### src/rtl/gpio_pkg.sv
package gpio_pkg;
    localparam int ADDR_W = 3;

    typedef enum logic [1:0] {
        OUT_DATA    = 2'd0,
        OUT_SETCLR  = 2'd1,
        OUT_SETONLY = 2'd2
    } out_style_e;

    typedef enum logic [1:0] {
        DIR_NONE    = 2'd0,
        DIR_ONE_OUT = 2'd1,
        DIR_ONE_IN  = 2'd2
    } dir_style_e;

    typedef enum logic [2:0] {
        SEL_DATA = 3'd0,
        SEL_SET  = 3'd1,
        SEL_CLR  = 3'd2,
        SEL_DIR  = 3'd3,
        SEL_NONE = 3'd7
    } reg_sel_e;
endpackage

### src/rtl/gpio_lane_map.sv
// Permutes a word between bus order and pin order. Byte swap and bit
// reversal commute and are each their own inverse, so one instance
// serves both the write and the read direction.
module gpio_lane_map #(
    parameter int WIDTH       = 32,
    parameter bit BIT_REVERSE = 1'b0,
    parameter bit BYTE_SWAP   = 1'b0
) (
    input  logic [WIDTH-1:0] src,
    output logic [WIDTH-1:0] dst
);
    localparam int NBYTES = WIDTH / 8;

    for (genvar i = 0; i < WIDTH; i++) begin : g_bit
        localparam int BYTE_I = i / 8;
        localparam int BIT_I  = i % 8;
        localparam int SWP    = BYTE_SWAP ? ((NBYTES - 1 - BYTE_I) * 8 + BIT_I) : i;
        localparam int DST    = BIT_REVERSE ? (WIDTH - 1 - SWP) : SWP;
        assign dst[DST] = src[i];
    end
endmodule

### src/rtl/gpio_sync.sv
// Two-flop synchroniser for the raw pad inputs.
module gpio_sync #(
    parameter int WIDTH = 32
) (
    input  logic             clk,
    input  logic             rst,
    input  logic [WIDTH-1:0] raw,
    output logic [WIDTH-1:0] synced
);
    logic [WIDTH-1:0] meta_q;
    logic [WIDTH-1:0] sync_q;

    always_ff @(posedge clk) begin
        if (rst) begin
            meta_q <= '0;
            sync_q <= '0;
        end else begin
            meta_q <= raw;
            sync_q <= meta_q;
        end
    end

    assign synced = sync_q;
endmodule

### src/rtl/gpio_drive.sv
// Output latch and direction register, both kept in pin order.
module gpio_drive
    import gpio_pkg::*;
#(
    parameter int         WIDTH     = 32,
    parameter out_style_e OUT_STYLE = OUT_SETCLR,
    parameter dir_style_e DIR_STYLE = DIR_ONE_OUT
) (
    input  logic             clk,
    input  logic             rst,
    input  logic             we,
    input  reg_sel_e         sel,
    input  logic [WIDTH-1:0] wval,
    output logic [WIDTH-1:0] latch_q,
    output logic [WIDTH-1:0] dir_q,
    output logic [WIDTH-1:0] oe
);
    localparam logic [WIDTH-1:0] DIR_RST = (DIR_STYLE == DIR_ONE_IN) ? {WIDTH{1'b1}} : {WIDTH{1'b0}};

    logic [WIDTH-1:0] latch_d;

    always_comb begin
        latch_d = latch_q;
        if (we) begin
            unique case (sel)
                SEL_DATA: begin
                    if (OUT_STYLE == OUT_DATA) latch_d = wval;
                end
                SEL_SET: begin
                    if (OUT_STYLE == OUT_SETCLR)       latch_d = latch_q | wval;
                    else if (OUT_STYLE == OUT_SETONLY) latch_d = wval;
                end
                SEL_CLR: begin
                    if (OUT_STYLE == OUT_SETCLR) latch_d = latch_q & ~wval;
                end
                default: latch_d = latch_q;
            endcase
        end
    end

    always_ff @(posedge clk) begin
        if (rst) latch_q <= '0;
        else     latch_q <= latch_d;
    end

    if (DIR_STYLE == DIR_NONE) begin : g_nodir
        assign dir_q = '0;
        assign oe    = latch_q;
    end else begin : g_dir
        logic [WIDTH-1:0] dir_r;
        always_ff @(posedge clk) begin
            if (rst)                        dir_r <= DIR_RST;
            else if (we && sel == SEL_DIR)  dir_r <= wval;
        end
        assign dir_q = dir_r;
        assign oe    = (DIR_STYLE == DIR_ONE_OUT) ? dir_r : ~dir_r;
    end
endmodule

### src/rtl/gpio_mmio.sv
module gpio_mmio
    import gpio_pkg::*;
#(
    parameter int         WIDTH       = 32,
    parameter out_style_e OUT_STYLE   = OUT_SETCLR,
    parameter dir_style_e DIR_STYLE   = DIR_ONE_OUT,
    parameter bit         BIT_REVERSE = 1'b0,
    parameter bit         BYTE_SWAP   = 1'b0
) (
    input  logic              clk,
    input  logic              rst,
    input  logic [ADDR_W-1:0] bus_addr,
    input  logic              bus_we,
    input  logic [WIDTH-1:0]  bus_wdata,
    input  logic              bus_re,
    output logic [WIDTH-1:0]  bus_rdata,
    input  logic [WIDTH-1:0]  pad_in,
    output logic [WIDTH-1:0]  pad_out,
    output logic [WIDTH-1:0]  pad_oe
);
    if (WIDTH != 8 && WIDTH != 16 && WIDTH != 32 && WIDTH != 64) begin : g_bad_width
        $error("gpio_mmio: WIDTH must be 8, 16, 32 or 64");
    end
    if (WIDTH == 64 && BYTE_SWAP) begin : g_bad_swap
        $error("gpio_mmio: byte swap is not available for a 64-bit bank");
    end

    reg_sel_e         sel;
    logic [WIDTH-1:0] wval_pin;
    logic [WIDTH-1:0] in_sync;
    logic [WIDTH-1:0] latch_q;
    logic [WIDTH-1:0] dir_q;
    logic [WIDTH-1:0] rd_pin;
    logic [WIDTH-1:0] rd_bus;
    logic [WIDTH-1:0] rdata_q;

    always_comb begin
        unique case (bus_addr)
            3'd0:    sel = SEL_DATA;
            3'd1:    sel = SEL_SET;
            3'd2:    sel = SEL_CLR;
            3'd3:    sel = SEL_DIR;
            default: sel = SEL_NONE;
        endcase
    end

    gpio_lane_map #(.WIDTH(WIDTH), .BIT_REVERSE(BIT_REVERSE), .BYTE_SWAP(BYTE_SWAP))
        u_wmap (.src(bus_wdata), .dst(wval_pin));

    gpio_sync #(.WIDTH(WIDTH))
        u_sync (.clk(clk), .rst(rst), .raw(pad_in), .synced(in_sync));

    gpio_drive #(.WIDTH(WIDTH), .OUT_STYLE(OUT_STYLE), .DIR_STYLE(DIR_STYLE))
        u_drive (
            .clk(clk), .rst(rst), .we(bus_we), .sel(sel), .wval(wval_pin),
            .latch_q(latch_q), .dir_q(dir_q), .oe(pad_oe)
        );

    always_comb begin
        rd_pin = '0;
        unique case (sel)
            SEL_DATA: rd_pin = in_sync;
            SEL_SET:  if (OUT_STYLE != OUT_DATA) rd_pin = latch_q;
            SEL_DIR:  if (DIR_STYLE != DIR_NONE) rd_pin = dir_q;
            default:  rd_pin = '0;
        endcase
    end

    gpio_lane_map #(.WIDTH(WIDTH), .BIT_REVERSE(BIT_REVERSE), .BYTE_SWAP(BYTE_SWAP))
        u_rmap (.src(rd_pin), .dst(rd_bus));

    always_ff @(posedge clk) begin
        if (rst)         rdata_q <= '0;
        else if (bus_re) rdata_q <= rd_bus;
        else             rdata_q <= '0;
    end

    assign bus_rdata = rdata_q;
    assign pad_out   = latch_q;
endmodule

### config.mk
export PLATFORM = sky130hd
export DESIGN_NAME = gpio_mmio
export DESIGN_NICKNAME = d
export VERILOG_FILES = /design/src/rtl/gpio_pkg.sv /design/src/rtl/gpio_lane_map.sv /design/src/rtl/gpio_sync.sv /design/src/rtl/gpio_drive.sv /design/src/rtl/gpio_mmio.sv
export SDC_FILE = /design/constraint.sdc
export NUM_CORES = 1
export LEC_CHECK = 0
export BUFFER_PORTS_ARGS = -buffer_cell sky130_fd_sc_hd__buf_2
export CAP_MARGIN = 20
export CORE_MARGIN = 4
export CORE_UTILIZATION = 54
export CTS_CLUSTER_DIAMETER = 120
export DETAILED_ROUTE_END_ITERATION = 7
export GPL_ROUTABILITY_DRIVEN = 0
export GPL_TIMING_DRIVEN = 0
export MAX_ROUTING_LAYER = met4
export PLACE_DENSITY = 0.8
export SLEW_MARGIN = 5
export SYNTH_ARGS = -nofsm -noshare
export SYNTH_HDL_FRONTEND = slang
export SYNTH_HIERARCHICAL = 1
export SYNTH_SLANG_ARGS = --single-unit
### constraint.sdc
create_clock -name clk -period 1.8 [get_ports clk]
set_input_delay 0.18 -clock clk [delete_from_list [all_inputs] [get_ports clk]]
set_output_delay 0.18 -clock clk [all_outputs]
set_load 0.05 [all_outputs]
# Word level (Yosys, flattened, before mapping)
# Cells that the tools add are included.
# W data, S select, Z words.
dict set report totals {
  reg_bits 160
  inputBits 71
  elab_cells 24
  output_inout_bits 96
}
dict set report classes {
  bitwise_logic 4
  eq_ne 6
  n_reduce_logical 6
  n_mux 3
}
# cell n
set op_table {}
lappend op_table {{$pmux W32 S3} 1}
lappend op_table {{$pmux W32 S2} 1}
lappend op_table {{$and A32 B32 Y32} 1}
lappend op_table {{$not A32 Y32} 1}
lappend op_table {{$or A32 B32 Y32} 1}
lappend op_table {{$eq A3 B2 Y1 const B} 4}
lappend op_table {{$pmux W3 S4} 1}
lappend op_table {{$eq A3 B1 Y1 const B} 2}
lappend op_table {{$logic_not A3 Y1} 2}
lappend op_table {{$reduce_and A2 Y1} 1}
lappend op_table {{$reduce_bool A2 Y1} 1}
lappend op_table {{$reduce_or A2 Y1} 1}
lappend op_table {{$logic_and A1 B1 Y1} 1}
lappend op_table {{$not A1 Y1} 1}

# Logic depth before layout (Yosys ltp)
dict set report logic_depth {
  depth_word 5
  mapped_depth 7
  depth_no_buf 4
}

# By module
# The synthesis kept the hierarchy.
# mod cells_per_inst seq_area_each_um2 instances area_per_inst_um2
set by_module_without_submodules {}
lappend by_module_without_submodules {gpio_drive 314 1281.2 1 2712.6}
lappend by_module_without_submodules {gpio_sync 135 1281.2 1 1918.1}
lappend by_module_without_submodules {gpio_mmio 185 640.6 1 1818.0}
lappend by_module_without_submodules {gpio_lane_map 32 0.0 2 240.2}

# Worst setup path before layout
# No wires, ideal clock.
dict set report synth_timing {
  kind {in2reg}
  from {in bus_addr[0]}
  to {reg with a tool-made name}
  path_slack_ns 0.213
  path_stages 7
  arrival_ns 1.472
  setup_ns 0.115
  t_required_ns 1.685
  n_path_buf 3
  cell_sequence {dlygate4sd1_1 or2_1 nor4bb_1 buf_2 buf_6 a211oi_1 o21a_1}
}
# element line_no
set synth_rtl {}
lappend synth_rtl {{start: declaration} gpio_mmio.sv:12} ;# input logic [ADDR_W-1:0] bus_addr,

==> impl_metrics.ini <==
[cells_and_area]
n_fill_cell = 1004
syn_to_final_growth_pct = 26.0
fin_cells = 1065
regArea_sq_um = 3200
multi_input_area_sq_um = 2640
diodes = 0
fin_nets = 952
drive_gt1_share_pct = 39.2

[sta]
report.final.slew_viol_count = 0
rsz0062_at_grt = false
finalClockSkew_ns = 0.00684
max_slew_margin_pct = 59.4
fin_crit_ns = 1.48
setup_viol = 0
hold_viol_final = 0
holdWs_ns = 0.0205
tns_ns = 0
max_freq_mhz = 675
finalCritPeriodShare_pct = 82.3
tightest_slew_ns = 0.609

[logic_synthesis]
async_reset_ff_share_pct = 0
yosys-top-cells-area = dfxtp_1, buf_4, nor2b_2
synth_warnings = 6
synth-simple-area-share_pct = 17.0
synth_edf_count = 0
yosys_most_used_dff = dfxtp_1
synth_top_family_by_area = simple AND/OR/NAND/NOR gates
synth_compound_area_share_pct = 16.3
synth_largest_area_cell = dfxtp_1
synth.top_cell.area_share_pct = 46.2
synth_nets = 769
synth_seq_cells = 160
synth_xor_area_share_pct = 0.126
synth-seq-area-share_pct = 46.2
synthesis.instances = 698
ys_types = 27
syn_area_per_cell_sq_um = 9.93
synthAdderAreaFrac_pct = 0
netlist_area_sq_um = 6930
synthMuxAreaShare_pct = 4.62

[route]
first_iter_violations = 367
wirelength_um = 16700
drc = 0
ant_nets = 0
via_per_inst = 4.87
drt-pass1-iter-count = 5
dr_total_vias = 5187
wire_per_inst_um = 15.7

[cts]
cts_root_buf = clkbuf_16
post_cts_resized = 0
post_cts_buffers = 0
htreeDepth = 4
cts_made_buffers = 17
cts.clk_slew.worst_paths_ns = 0.06
cts_tree = done
clk_latency_ns = 0.42
cts_max_path_buffers = 2
clock-sinks = 160

[placement]
numPortBuffers = 132
dp_hpwl_um = 11800
place_inst = 1002

[power_and_ir_drop]
vdd_drop_max_mv = 0.756
p_leak_uw = 0.00393
power_density_nw_per_um2 = 970

[global_route]
grt_max_degree = 17
antenna_found_initial = 0
grt-ovfl-total = 0
track_usage_pct = 24.0
first_global_vias = 5110
grt_first_pass_wirelength_um = 26200

[critical_path]
r2r-end = bus_rdata[9]$_SDFF_PP0_
r2r_cells = 4
timing.rr.start = u_drive/dir_q[9]$_SDFFE_PP0P_
reg2reg_setup_slack_ns = 0.67
critPathRequiredTime_ns = 2.12
worst-setup-path-type = input pin to flop
cp-end-kind = flop
start_kind = input pin
critPathMaxFanout = 10
arrival_ns = 1.80

[worst_hold_path]
holdPathStages = 3
holdCritPathClass = input pin to flop
hp-start = bus_wdata[26]
hold_path_end = u_drive/dir_q[26]$_SDFFE_PP0P_

[die]
die_area_sq_um = 14700
ios = 167
rows = 41
initial_utilization_pct = 55.1
dieWidth_um = 121
coreArea_sq_um = 12600
die-height_um = 121

[status]
status = completed

[job]
drv_cap = 0
==> where the power goes <==
| part | internal [uW] | switching [uW] |
|---|---|---|
| Combinational | 458 | 597 |
| Clock | 2200 | 1490 |
| Sequential | 3670 | 60.8 |
==> metrics by stage <==
| step | area, sq um | setup slack (ns) | power (uW) | util, % |
|---|---|---|---|---|
| detailed placement | 7800 | -0.0445 | 4790 | 62.1 |
| floorplan | 6930 | 0.213 | 4560 | - |
| global placement | 7800 | -0.0160 | 4780 | 62.1 |
| global route | 8730 | 0.278 | 8780 | 69.5 |
| finish | 8730 | 0.319 | 8470 | 69.5 |
| CTS | 8730 | 0.385 | 8520 | 69.5 |
==> worst max path at each step <==
| stage | to | cells after the start | start | slack, ns |
|---|---|---|---|---|
| floorplan | flop | 7 | bus_addr[0] | 0.21 |
| global placement | flop | 8 | bus_addr[1] | -0.02 |
| detailed placement | flop | 8 | bus_addr[1] | -0.04 |
| CTS | flop | 8 | bus_addr[1] | 0.39 |
| global route | u_drive/dir_q[14]$_SDFFE_PP0P_ | 8 | bus_addr[1] | 0.28 |
| finish | flop | 8 | bus_addr[1] | 0.32 |
==> routing by layer <==
metal  share of wire, %  GRT usage (%)  vias up
met4                1.4           7.28        0
met3                7.3           6.71       14
li1                   -              -     2623
met1                 43           29.7     2382
met5                  0              -        -
met2                 48           38.7      168
==> cells by family after synthesis <==
kind of cell,count (synthesis)
xor+xnor,1
mux,32
compound gates,160
flops,160
simple gates,199
buf+inv,146
==> critical path, stage by stage <==
cell and delay [ns]:
buf_2 0.17, clkbuf_1 0.33, or2_1 0.24, nor4bb_1 0.22, buf_2 0.24, buf_6 0.17
a211oi_1 0.09, o21a_1 0.15
==> cell usage after synthesis, types with 11 or more instances <==
cell type  instances
o21a_1            32
mux2i_1           32
buf_2             11
buf_6             12
nand2_1           64
nor2b_2           60
nor2_1            32
a21oi_1           32
and2_1            32
a211oi_1          62
dfxtp_1          160
a21boi_0          27
clkbuf_1          20
buf_4             96
==> layout make-up <==
type                    count  area share (%)
flip-flops and latches    160            36.7
multi-input cells         392            30.2
plain buffers             145            12.4
repair buffers            164            11.2
clock buffers              17            4.87
well taps                 172            2.46
clock inverters            14            2.09
inverters                   1          0.0430
==> what timing repair did <==
item,4_1_cts,5_1_grt
hold buffers,32,0
endpoints found under the setup margin,0,0
hold endpoints to repair,32,0
==> placed cells by master (no fill, tap or decap), types with 27 or more instances in the layout <==
master / instances
a211oi_1: 62
a21boi_0: 27
a21oi_1: 32
and2_1: 32
buf_2: 143
buf_4: 96
dfxtp_1: 160
dlygate4sd3_1: 32
mux2i_1: 32
nand2_1: 64
nor2_1: 32
nor2b_2: 60
o21a_1: 32
No activity file was read; power rests on OpenSTA's default activity.
